==> config.mk <==
export PLATFORM = sky130hd
export DESIGN_NAME = pbit_sweep_sched
export DESIGN_NICKNAME = d
export VERILOG_FILES = /design/src/rtl/psw_pkg.sv /design/src/rtl/psw_ring.sv /design/src/rtl/psw_state.sv /design/src/rtl/psw_fsm.sv /design/src/rtl/pbit_sweep_sched.sv
export SDC_FILE = /design/constraint.sdc
export NUM_CORES = 1
export LEC_CHECK = 0
export ABC_AREA = 1
export BUFFER_PORTS_ARGS = -buffer_cell sky130_fd_sc_hd__buf_4
export CORE_ASPECT_RATIO = 0.8
export CORE_MARGIN = 3
export CORE_UTILIZATION = 58
export DETAILED_ROUTE_END_ITERATION = 7
export GPL_ROUTABILITY_DRIVEN = 1
export GPL_TIMING_DRIVEN = 0
export PLACE_DENSITY_LB_ADDON = 0.2
export SETUP_SLACK_MARGIN = 0.3
export SLEW_MARGIN = 5
export SYNTH_ARGS = -nofsm -noshare
export SYNTH_HDL_FRONTEND = slang
export SYNTH_SLANG_ARGS = --single-unit
export TNS_END_PERCENT = 30
==> constraint.sdc <==
create_clock -name clk -period 3.59 [get_ports clk]
set_clock_uncertainty 0.15 [all_clocks]
set_input_delay 0.718 -clock clk [delete_from_list [all_inputs] [get_ports clk]]
set_output_delay 0.718 -clock clk [all_outputs]
set_load 0.01 [all_outputs]
==> src/rtl/psw_pkg.sv <==
// Package: shared types for the serial p-bit update scheduler.
// Assumes: one scheduler phase is active at a time.
package psw_pkg;
    typedef enum logic [2:0] {
        PH_IDLE = 3'd0,
        PH_REQ  = 3'd1,
        PH_UPD  = 3'd2,
        PH_EMIT = 3'd3,
        PH_DONE = 3'd4
    } phase_t;
endpackage

==> src/rtl/psw_ring.sv <==
// Module: slot index ring and sample counter.
// Loads on start, advances once per accepted sample, and flags when the
// current sample is the last one of the run.
// Assumes: adv and load are never high in the same cycle.
module psw_ring #(
    parameter int N_BITS = 9,
    parameter int CNT_W  = 20,
    parameter int IDX_W  = 4
) (
    input  logic             clk,
    input  logic             rst_n,
    input  logic             load,
    input  logic [CNT_W-1:0] target_in,
    input  logic             adv,
    output logic [IDX_W-1:0] idx,
    output logic [IDX_W-1:0] nxt_idx,
    output logic             last
);
    localparam logic [IDX_W-1:0] TOP_IDX = IDX_W'(N_BITS - 1);

    logic [CNT_W-1:0] cnt;
    logic [CNT_W-1:0] tgt;

    // Next slot index with wrap after the top bit.
    always_comb begin
        nxt_idx = (idx == TOP_IDX) ? '0 : idx + 1'b1;
    end

    // The sample being emitted is the last when count+1 reaches the target.
    always_comb begin
        last = (({1'b0, cnt} + {{CNT_W{1'b0}}, 1'b1}) == {1'b0, tgt});
    end

    // Index, count and latched target registers.
    always_ff @(posedge clk) begin
        if (!rst_n) begin
            idx <= '0;
            cnt <= '0;
            tgt <= '0;
        end else if (load) begin
            idx <= '0;
            cnt <= '0;
            tgt <= target_in;
        end else if (adv) begin
            idx <= nxt_idx;
            cnt <= cnt + 1'b1;
        end
    end
endmodule

==> src/rtl/psw_state.sv <==
// Module: network state register with per-bit clamp.
// Each bit loads its clamp value or initial value at start. Afterwards it is
// written only by an update addressed to it, and never while clamped.
// Assumes: wr_idx is below N_BITS whenever wr is high.
module psw_state #(
    parameter int N_BITS = 9,
    parameter int IDX_W  = 4
) (
    input  logic              clk,
    input  logic              rst_n,
    input  logic              load,
    input  logic [N_BITS-1:0] init_in,
    input  logic [N_BITS-1:0] mask_in,
    input  logic [N_BITS-1:0] val_in,
    input  logic              wr,
    input  logic [IDX_W-1:0]  wr_idx,
    input  logic              wr_bit,
    output logic [N_BITS-1:0] state,
    output logic [N_BITS-1:0] mask
);
    for (genvar i = 0; i < N_BITS; i++) begin : g_bit
        // One p-bit cell: start load, clamp hold, addressed write.
        always_ff @(posedge clk) begin
            if (!rst_n) begin
                state[i] <= 1'b0;
                mask[i]  <= 1'b0;
            end else if (load) begin
                mask[i]  <= mask_in[i];
                state[i] <= mask_in[i] ? val_in[i] : init_in[i];
            end else if (wr && (wr_idx == IDX_W'(i)) && !mask[i]) begin
                state[i] <= wr_bit;
            end
        end
    end
endmodule

==> src/rtl/psw_fsm.sv <==
// Module: slot phase controller.
// Steps each slot through request, strobe and sample, and skips the first two
// phases for clamped bits. Captures the field code on acknowledge.
// Assumes: last and nxt_clamped describe the slot being emitted.
module psw_fsm #(
    parameter int CODE_W = 5
) (
    input  logic              clk,
    input  logic              rst_n,
    input  logic              start,
    input  logic              tgt_zero,
    input  logic              first_clamped,
    input  logic              nxt_clamped,
    input  logic              last,
    input  logic              fld_ack,
    input  logic [CODE_W-1:0] fld_code,
    input  logic              upd_ack,
    input  logic              smp_ready,
    output psw_pkg::phase_t   phase,
    output logic              load,
    output logic              adv,
    output logic              wr,
    output logic [CODE_W-1:0] code
);
    import psw_pkg::*;

    phase_t nph;

    // Next-phase and strobe decode.
    always_comb begin
        nph  = phase;
        load = 1'b0;
        adv  = 1'b0;
        wr   = 1'b0;
        case (phase)
            PH_IDLE, PH_DONE: begin
                if (start) begin
                    load = 1'b1;
                    if (tgt_zero)           nph = PH_DONE;
                    else if (first_clamped) nph = PH_EMIT;
                    else                    nph = PH_REQ;
                end
            end
            PH_REQ: begin
                if (fld_ack) nph = PH_UPD;
            end
            PH_UPD: begin
                if (upd_ack) begin
                    wr  = 1'b1;
                    nph = PH_EMIT;
                end
            end
            PH_EMIT: begin
                if (smp_ready) begin
                    adv = 1'b1;
                    if (last)             nph = PH_DONE;
                    else if (nxt_clamped) nph = PH_EMIT;
                    else                  nph = PH_REQ;
                end
            end
            default: nph = PH_IDLE;
        endcase
    end

    // Phase register.
    always_ff @(posedge clk) begin
        if (!rst_n) phase <= PH_IDLE;
        else        phase <= nph;
    end

    // Probability code capture on field acknowledge.
    always_ff @(posedge clk) begin
        if (!rst_n)                          code <= '0;
        else if (phase == PH_REQ && fld_ack) code <= fld_code;
    end
endmodule

==> src/rtl/pbit_sweep_sched.sv <==
// Module: serial update scheduler for a p-bit network (top).
// Updates one bit per slot in ascending round-robin order, and emits the full
// state after every slot on a valid/ready stream.
// Assumes: the field unit and the bits answer through req/ack handshakes.
module pbit_sweep_sched #(
    parameter int N_BITS = 9,
    parameter int CODE_W = 5,
    parameter int CNT_W  = 20,
    parameter int IDX_W  = $clog2(N_BITS)
) (
    input  logic              clk,
    input  logic              rst_n,
    input  logic              start,
    input  logic [CNT_W-1:0]  sample_target,
    input  logic [N_BITS-1:0] init_state,
    input  logic [N_BITS-1:0] clamp_mask,
    input  logic [N_BITS-1:0] clamp_val,
    output logic              fld_req,
    output logic [IDX_W-1:0]  fld_idx,
    output logic [N_BITS-1:0] fld_state,
    input  logic              fld_ack,
    input  logic [CODE_W-1:0] fld_code,
    output logic              upd_stb,
    output logic [IDX_W-1:0]  upd_idx,
    output logic [CODE_W-1:0] upd_code,
    input  logic              upd_ack,
    input  logic              upd_bit,
    output logic              smp_valid,
    input  logic              smp_ready,
    output logic [N_BITS-1:0] smp_data,
    output logic [IDX_W-1:0]  smp_idx,
    output logic              done
);
    import psw_pkg::*;

    phase_t            phase;
    logic              load, adv, wr, last;
    logic [IDX_W-1:0]  idx, nxt_idx;
    logic [N_BITS-1:0] state, mask;
    logic [CODE_W-1:0] code;

    psw_ring #(.N_BITS(N_BITS), .CNT_W(CNT_W), .IDX_W(IDX_W)) u_ring (
        .clk(clk), .rst_n(rst_n), .load(load), .target_in(sample_target),
        .adv(adv), .idx(idx), .nxt_idx(nxt_idx), .last(last)
    );

    psw_state #(.N_BITS(N_BITS), .IDX_W(IDX_W)) u_state (
        .clk(clk), .rst_n(rst_n), .load(load), .init_in(init_state),
        .mask_in(clamp_mask), .val_in(clamp_val), .wr(wr), .wr_idx(idx),
        .wr_bit(upd_bit), .state(state), .mask(mask)
    );

    psw_fsm #(.CODE_W(CODE_W)) u_fsm (
        .clk(clk), .rst_n(rst_n), .start(start),
        .tgt_zero(sample_target == '0), .first_clamped(clamp_mask[0]),
        .nxt_clamped(mask[nxt_idx]), .last(last),
        .fld_ack(fld_ack), .fld_code(fld_code), .upd_ack(upd_ack),
        .smp_ready(smp_ready), .phase(phase), .load(load), .adv(adv),
        .wr(wr), .code(code)
    );

    // Output decode: the phase selects which handshake is active.
    always_comb begin
        fld_req   = (phase == PH_REQ);
        upd_stb   = (phase == PH_UPD);
        smp_valid = (phase == PH_EMIT);
        done      = (phase == PH_DONE);
        fld_idx   = idx;
        upd_idx   = idx;
        smp_idx   = idx;
        fld_state = state;
        smp_data  = state;
        upd_code  = code;
    end
endmodule

# Yosys cells after proc, flatten, opt, wreduce, memory -nomap -nowiden
# Cells that the tools add are included.
dict set report word_totals {
  word_cells 133
  latchBits 0
  ramBits 0
  mem_bits_ro 0
  in_bits 59
  out_inout_bits 39
  memories 0
  ff_bits 70
}
dict set report op_classes {
  magnitude_cmp 1
  n_addsub 3
  n_eq_ne 17
  n_bitwise 1
  reduce_logical 43
  mul 0
  shift 0
  muxes 45
  div_mod_pow 0
}
# cell n
set ops {}
lappend ops {{two-way mux 1 bit} 34}
lappend ops {{adder 20 x 1 -> 21 bit, second input constant} 1}
lappend ops {{== test 21 x 20 -> 1 bit} 1}
lappend ops {{adder 20 x 1 -> 20 bit, second input constant} 1}
lappend ops {{logical NOT 20 bit} 1}
lappend ops {{logical AND 1 bit} 19}
lappend ops {{two-way mux 3 bit} 6}
lappend ops {{nonzero test 2 bit} 9}
lappend ops {{== test 4 x 3 -> 1 bit, second input constant} 4}
lappend ops {{case mux 3 bit (4 select lines)} 1}
lappend ops {{logical NOT 1 bit} 9}
lappend ops {{== test 4 x 2 -> 1 bit, second input constant} 2}
lappend ops {{== test 3 x 2 -> 1 bit, second input constant} 2}
lappend ops {{inequality test 2 x 1 -> 1 bit, second input constant} 3}
lappend ops {{less-than comparator 4 x 5 -> 1 bit, second input constant} 1}
lappend ops {{adder 4 x 1 -> 4 bit, second input constant} 1}
lappend ops {{binary-select mux 1 bit (select 4 bit)} 1}
lappend ops {{== test 4 x 1 -> 1 bit, second input constant} 1}
lappend ops {{== test 4 bit, second input constant} 1}
lappend ops {{logical NOT 4 bit} 1}
lappend ops {{two-way mux 2 bit} 2}
lappend ops {{two-way mux 4 bit} 1}
lappend ops {{AND reduction 4 bit} 1}
lappend ops {{OR reduction 2 bit} 2}
lappend ops {{other kinds (5)} 5}

# Depth between registers and ports, before layout
dict set report logic_depth {
  ltp_word 8
  depth_mapped 18
  mapped_depth_nobuf 18
}

# Hierarchy
# From an unflattened synthesis, not the netlist that was laid out.
dict set report hier_totals {
  cells_unflattened 707
  area_unflattened_um2 4395.5
}
# mod seq_area_each_um2 instances area_each_um2 cells_each
set modules_own_cells {}
lappend modules_own_cells {psw_ring 880.8 1 2534.9 395}
lappend modules_own_cells {psw_state 360.3 1 1079.8 178}
lappend modules_own_cells {psw_fsm 160.2 1 446.7 69}
lappend modules_own_cells {pbit_sweep_sched 0.0 1 334.1 65}

# Least setup slack after synthesis
# OpenSTA, ideal clock, no wires.
dict set report synth_timing {
  path_kind {register to register}
  from {register u_ring.idx[0]}
  to {register u_fsm.phase[1]}
  path_buffers 0
  arrival_ns 1.757
  t_required_ns 3.306
  setup_ns 0.134
  period_less_slack_ns 2.040
  stages_incl_launch_ff 15
  path_slack_ns 1.550
  cell_sequence {dfxtp_1 inv_1 ha_1 nand3_1 nand2_1 o21ai_0 nor2_1 o21ai_0 nand3_1 o21ai_0 inv_1 nand3_1 nand2_1 nand2_1 a21oi_1}
}
dict set report synth_via {
  elab_chain_len 8
  elab_cells_between_ends 9
  cone_classes {1 x add/sub; 1 x eq/ne; 7 x mux}
}
# item line
set synth_lines {}
lappend synth_lines {{start: declaration} psw_ring.sv:15} ;# output logic [IDX_W-1:0] idx,
lappend synth_lines {{start signal: assignment} psw_ring.sv:45} ;# idx <= nxt_idx;
lappend synth_lines {{adder 4 x 1 -> 4 bit / == test 4 bit (equally long branches)} psw_ring.sv:26} ;# nxt_idx = (idx == TOP_IDX) ? '0 : idx + 1'b1;
lappend synth_lines {{two-way mux 4 bit (*)} psw_ring.sv:26}
lappend synth_lines {{binary-select mux 1 bit (select 4 bit) (*)} pbit_sweep_sched.sv:56} ;# .nxt_clamped(mask[nxt_idx]), .last(last),
lappend synth_lines {{two-way mux 1 bit (not written as such) (*)} pbit_sweep_sched.sv:56}
lappend synth_lines {{two-way mux 2 bit (*)} psw_fsm.sv:57} ;# else if (nxt_clamped) nph = PH_EMIT;
lappend synth_lines {{two-way mux 3 bit (*)} psw_fsm.sv:56} ;# if (last) nph = PH_DONE;
lappend synth_lines {{two-way mux 3 bit (*)} psw_fsm.sv:54} ;# if (smp_ready) begin
lappend synth_lines {{case mux 3 bit (4 select lines) (*)} psw_fsm.sv:35} ;# case (phase)
lappend synth_lines {{end signal: assignment} psw_fsm.sv:68} ;# else phase <= nph;
lappend synth_lines {{end: declaration} psw_fsm.sv:19} ;# output psw_pkg::phase_t phase,
# Mark *: on every way between the ends. The rest lies on a longest branch, timed or not. The select of a mux whose other input is x is not followed.
# A chain may end at the register's enable or synchronous reset.

# Worst setup path in the final report
dict set report layout_timing {
  from {register u_ring.cnt[0]}
  to {register u_fsm.phase[2]}
}
dict set report layout_via {
  elab_chain_len 5
}
# item line
set layout_lines {}
lappend layout_lines {{start: declaration} psw_ring.sv:21} ;# logic [CNT_W-1:0] cnt;
lappend layout_lines {{start signal: assignment} psw_ring.sv:46} ;# cnt <= cnt + 1'b1;
lappend layout_lines {{adder 20 x 1 -> 21 bit} psw_ring.sv:31} ;# last = (({1'b0, cnt} + {{CNT_W{1'b0}}, 1'b1}) == {1'b0, tgt});
lappend layout_lines {{== test 21 x 20 -> 1 bit} psw_ring.sv:31}
lappend layout_lines {{two-way mux 3 bit} psw_fsm.sv:56}
lappend layout_lines {{two-way mux 3 bit} psw_fsm.sv:54}
lappend layout_lines {{case mux 3 bit (4 select lines)} psw_fsm.sv:35}
# No other way between the ends. The select of a mux whose other input is x is not followed.

==> results.tsv <==
stage	metric	value	unit
synthesis	top post-synthesis cells by area	dfxtp_1, nand2_1, o21ai_0	
setup_path	critical path class	reg -> reg	
synthesis	ys async rst share	0	
final_layout	final std cells w/o fill	833	
synthesis	most area-hungry cell type in the Yosys netlist	dfxtp_1	
min_path	Hold WC Path Type	reg -> reg	
pwr	Flop pwr share	0.386	
final_layout	fill count	506	
cts	H-Tree Level Count	3	
synthesis	Synth top area share	0.341	
final_layout	commonest non-fill, non-tap cells in the layout	nand2_1, buf_4, inv_1	
place	Detailed Place HPWL	9730	um
setup_path	Critical Path RT	3.74	ns
synthesis	sequential cell area fraction in the yosys report	0.341	
setup_path	Slowest cell on crit path	dfxtp_1	
cts	Clock Tree Root	clkbuf_8	
sta	worst slew pin tran	0.660	ns
setup_path	Worst EP arrival	2.68	ns
floorplan	starting density of the core	0.620	
floorplan	Die H	81.3	um
synthesis	Synth Area per Inst	6.47	um^2
global_routing	gr ovfl total	0	
setup_path	Worst Setup Start Kind	flip-flop	
route	WL/cell	15.5	um
setup_path	crit-path max FO	5	
sta	Worst slew margin	0.560	
global_routing	vias in the first global route	4435	
floorplan	io pins	98	
setup_path	Setup crit end kind	flip-flop	
pwr	Net Sw Frac	0.409	
setup_path	CP top delay family	simple AND/OR/NAND/NOR gates	
sta	Max Freq	395	MHz
final_layout	fraction of layout cells with a size suffix above 1	0.196	
route	Pre-Repair DR Iteration Count	6	
setup_path	CP most frequent cell	nand2_1	
route	drt initial violations	508	
final_layout	leading cell type in the layout, fill and taps excluded	nand2_1	
route	vias per cell	5.79	
floorplan	core area	6640	um^2
cts	Num CTS Buffers	9	
synthesis	main flop type after synthesis	dfxtp_1	
cts	# hold bufs at CTS	0	
cts	clk slew on worst S/H paths	0.10	ns
pwr	Gate power share	0.374	
setup_path	CP cell instances	ha_1 -> nand3_1 -> nor2_1 -> nand2_1 -> nand2_1 -> nand2_1 -> nand2_1 -> nand2_1 -> nor2_1 -> nand3_1 -> nor2_2 -> nand3_1 -> o21ai_1 -> nand2_1 -> a21oi_2	
synthesis	library cells used by synthesis	32	
sta	worst setup margin	1.06	ns
pwr	Clk pwr share	0.239	
synthesis	Cells after Synth	636	
pwr	Sw Pwr	1.11	mW
sta	# setup viols final	0	
final_layout	Multi-input gate area	2180	um^2
sta	total negative slack	0	ns
setup_path	crit-path max cell delay	0.42	ns
cts	clock sink count	70	
final_layout	Layout area overhead	24.9	%
final_layout	nets	808	
synthesis	net count after synthesis	700	
pwr	Worst VDD drop	427	uV
place	Post-Place Cells	817	
global_routing	All-Layer GR Usage	0.318	
global_routing	initial antenna violation count	0	
cts	maximum root-to-sink buffer count	2	
route	Vias	4827	
final_layout	n_diodes	0	
pwr	Int Pwr	1.61	mW
synthesis	Post-Synthesis Cell Area	4110	um^2
outcome	status	complete, no violations	
route	Residual DRC	0	
pwr	total power	2.72	mW
sta	final hold violations	0	
pwr	P_leak	2.40	nW
route	Total Wirelength	12900	um
place	GP Congestion	0.946	
floorplan	total die area	8150	um^2
floorplan	Die X-Extent	100	um
floorplan	FP Rows	26	
cts	post-CTS setup buffers	0	
sta	Tcrit/Tclk final	0.705	
final_layout	sequential cell area	1400	um^2
route	Detail Route Antenna Nets	0	
global_routing	pin count of the biggest net entering global routing	17	
place	IO Port Bufs	97	
synthesis	Synth warnings	0	
synthesis	Post-synth EDFFs	0	
job	Max-Cap Viols	0	
synthesis	Seq cells post-synth	70	
sta	unrepaired setup endpoints after global routing	no	
place	dpl ws	1.06	ns
pwr	power density over cell area	529	nW/um^2
cts	Clk Latency, worst-skew pair	0.37	ns
setup_path	Buf/Inv on CP	0	
sta	Pins Over Slew Limit	0	
global_routing	first-pass GRT wire length	20400	um
cts	PostCTS Resize Cnt	0	
sta	Tmin final	2.53	ns
cts	CTS tree	yes	
[per-layer routing]
metal / part of all wire / wire, um / vias up / GRT usage
li1: - / - / 2285 / -
met1: 0.41 / 5310 / 2197 / 0.412
met2: 0.44 / 5670 / 298 / 0.493
met3: 0.12 / 1600 / 47 / 0.104
met4: 0.028 / 357 / 0 / 0.120
met5: 0 / 0 / - / 0
[tightest hold or removal path: cells and delay by family, from the launching register on]
kind | cells | cell delay, ns
AOI/OAI and AO/OA | 1 | 0.06
DFF | 1 | 0.32
buffers and inverters | 1 | 0.06
[cell usage after synthesis, types with 6 or more instances]
| library cell | number |
|---|---|
| buf_4 | 17 |
| nor4_1 | 11 |
| inv_1 | 87 |
| nand3b_1 | 10 |
| dfxtp_1 | 70 |
| nand3_1 | 32 |
| nor2_1 | 86 |
| o21ai_0 | 67 |
| a21oi_1 | 49 |
| o211ai_1 | 6 |
| nand4_1 | 8 |
| clkbuf_1 | 15 |
| nand2_1 | 127 |
[worst paths after layout]
kind | cells past startpoint | to | from | slack [ns]
max | 15 | u_fsm.phase[2] | u_ring.cnt[0] | 1.06
min | 2 | u_ring.tgt[9] | u_ring.tgt[9] | 0.33
max reg2reg | 15 | u_fsm.phase[2] | u_ring.cnt[0] | 1.06
min reg2reg | 2 | u_ring.tgt[9] | u_ring.tgt[9] | 0.33
[power by group through the flow]
| stage | Clock, mW | Sequential [mW] | Combinational [mW] |
|---|---|---|---|
| CTS | 0.645 | 1.04 | 1.00 |
| global placement | 0 | 1.05 | 0.963 |
| detailed placement | 0 | 1.06 | 0.995 |
| floorplan | 0 | 1.05 | 0.620 |
| global route | 0.676 | 1.07 | 1.13 |
| finish | 0.652 | 1.05 | 1.02 |
[cell type report]
type,instances,share of cell area
Buffer,34,0.0377
Inverter,89,0.0650
Tap cell,84,0.0204
Clock buffer,9,0.0241
Clock inverter,7,0.0134
Timing Repair Buffer,97,0.142
Multi-Input combinational cell,443,0.425
Sequential cell,70,0.273
[registers in the layout (all words and copies together), names as in the netlist]
register       count
u_state.state      9
u_ring.idx         4
u_ring.cnt        20
u_fsm.code         5
u_fsm.phase        3
u_state.mask       9
u_ring.tgt        20
[cells by family after synthesis]
group           share of synthesized area
buf+inv                             0.128
compound gates                      0.180
fa+ha+maj                          0.0152
xor+xnor                           0.0216
simple gates                        0.314
flops                               0.341
[per-stage QoR]
| step | hold slack, ns | util | instance area, um^2 |
|---|---|---|---|
| after global routing | 0.355 | 0.775 | 5140 |
| after CTS | 0.332 | 0.775 | 5140 |
| after detailed placement | 0.320 | 0.745 | 4950 |
| after global placement | 0.308 | 0.745 | 4950 |
| after floorplan | 0.289 | - | 4110 |
| final | 0.331 | 0.775 | 5140 |
(Power assumes the default switching activity.)
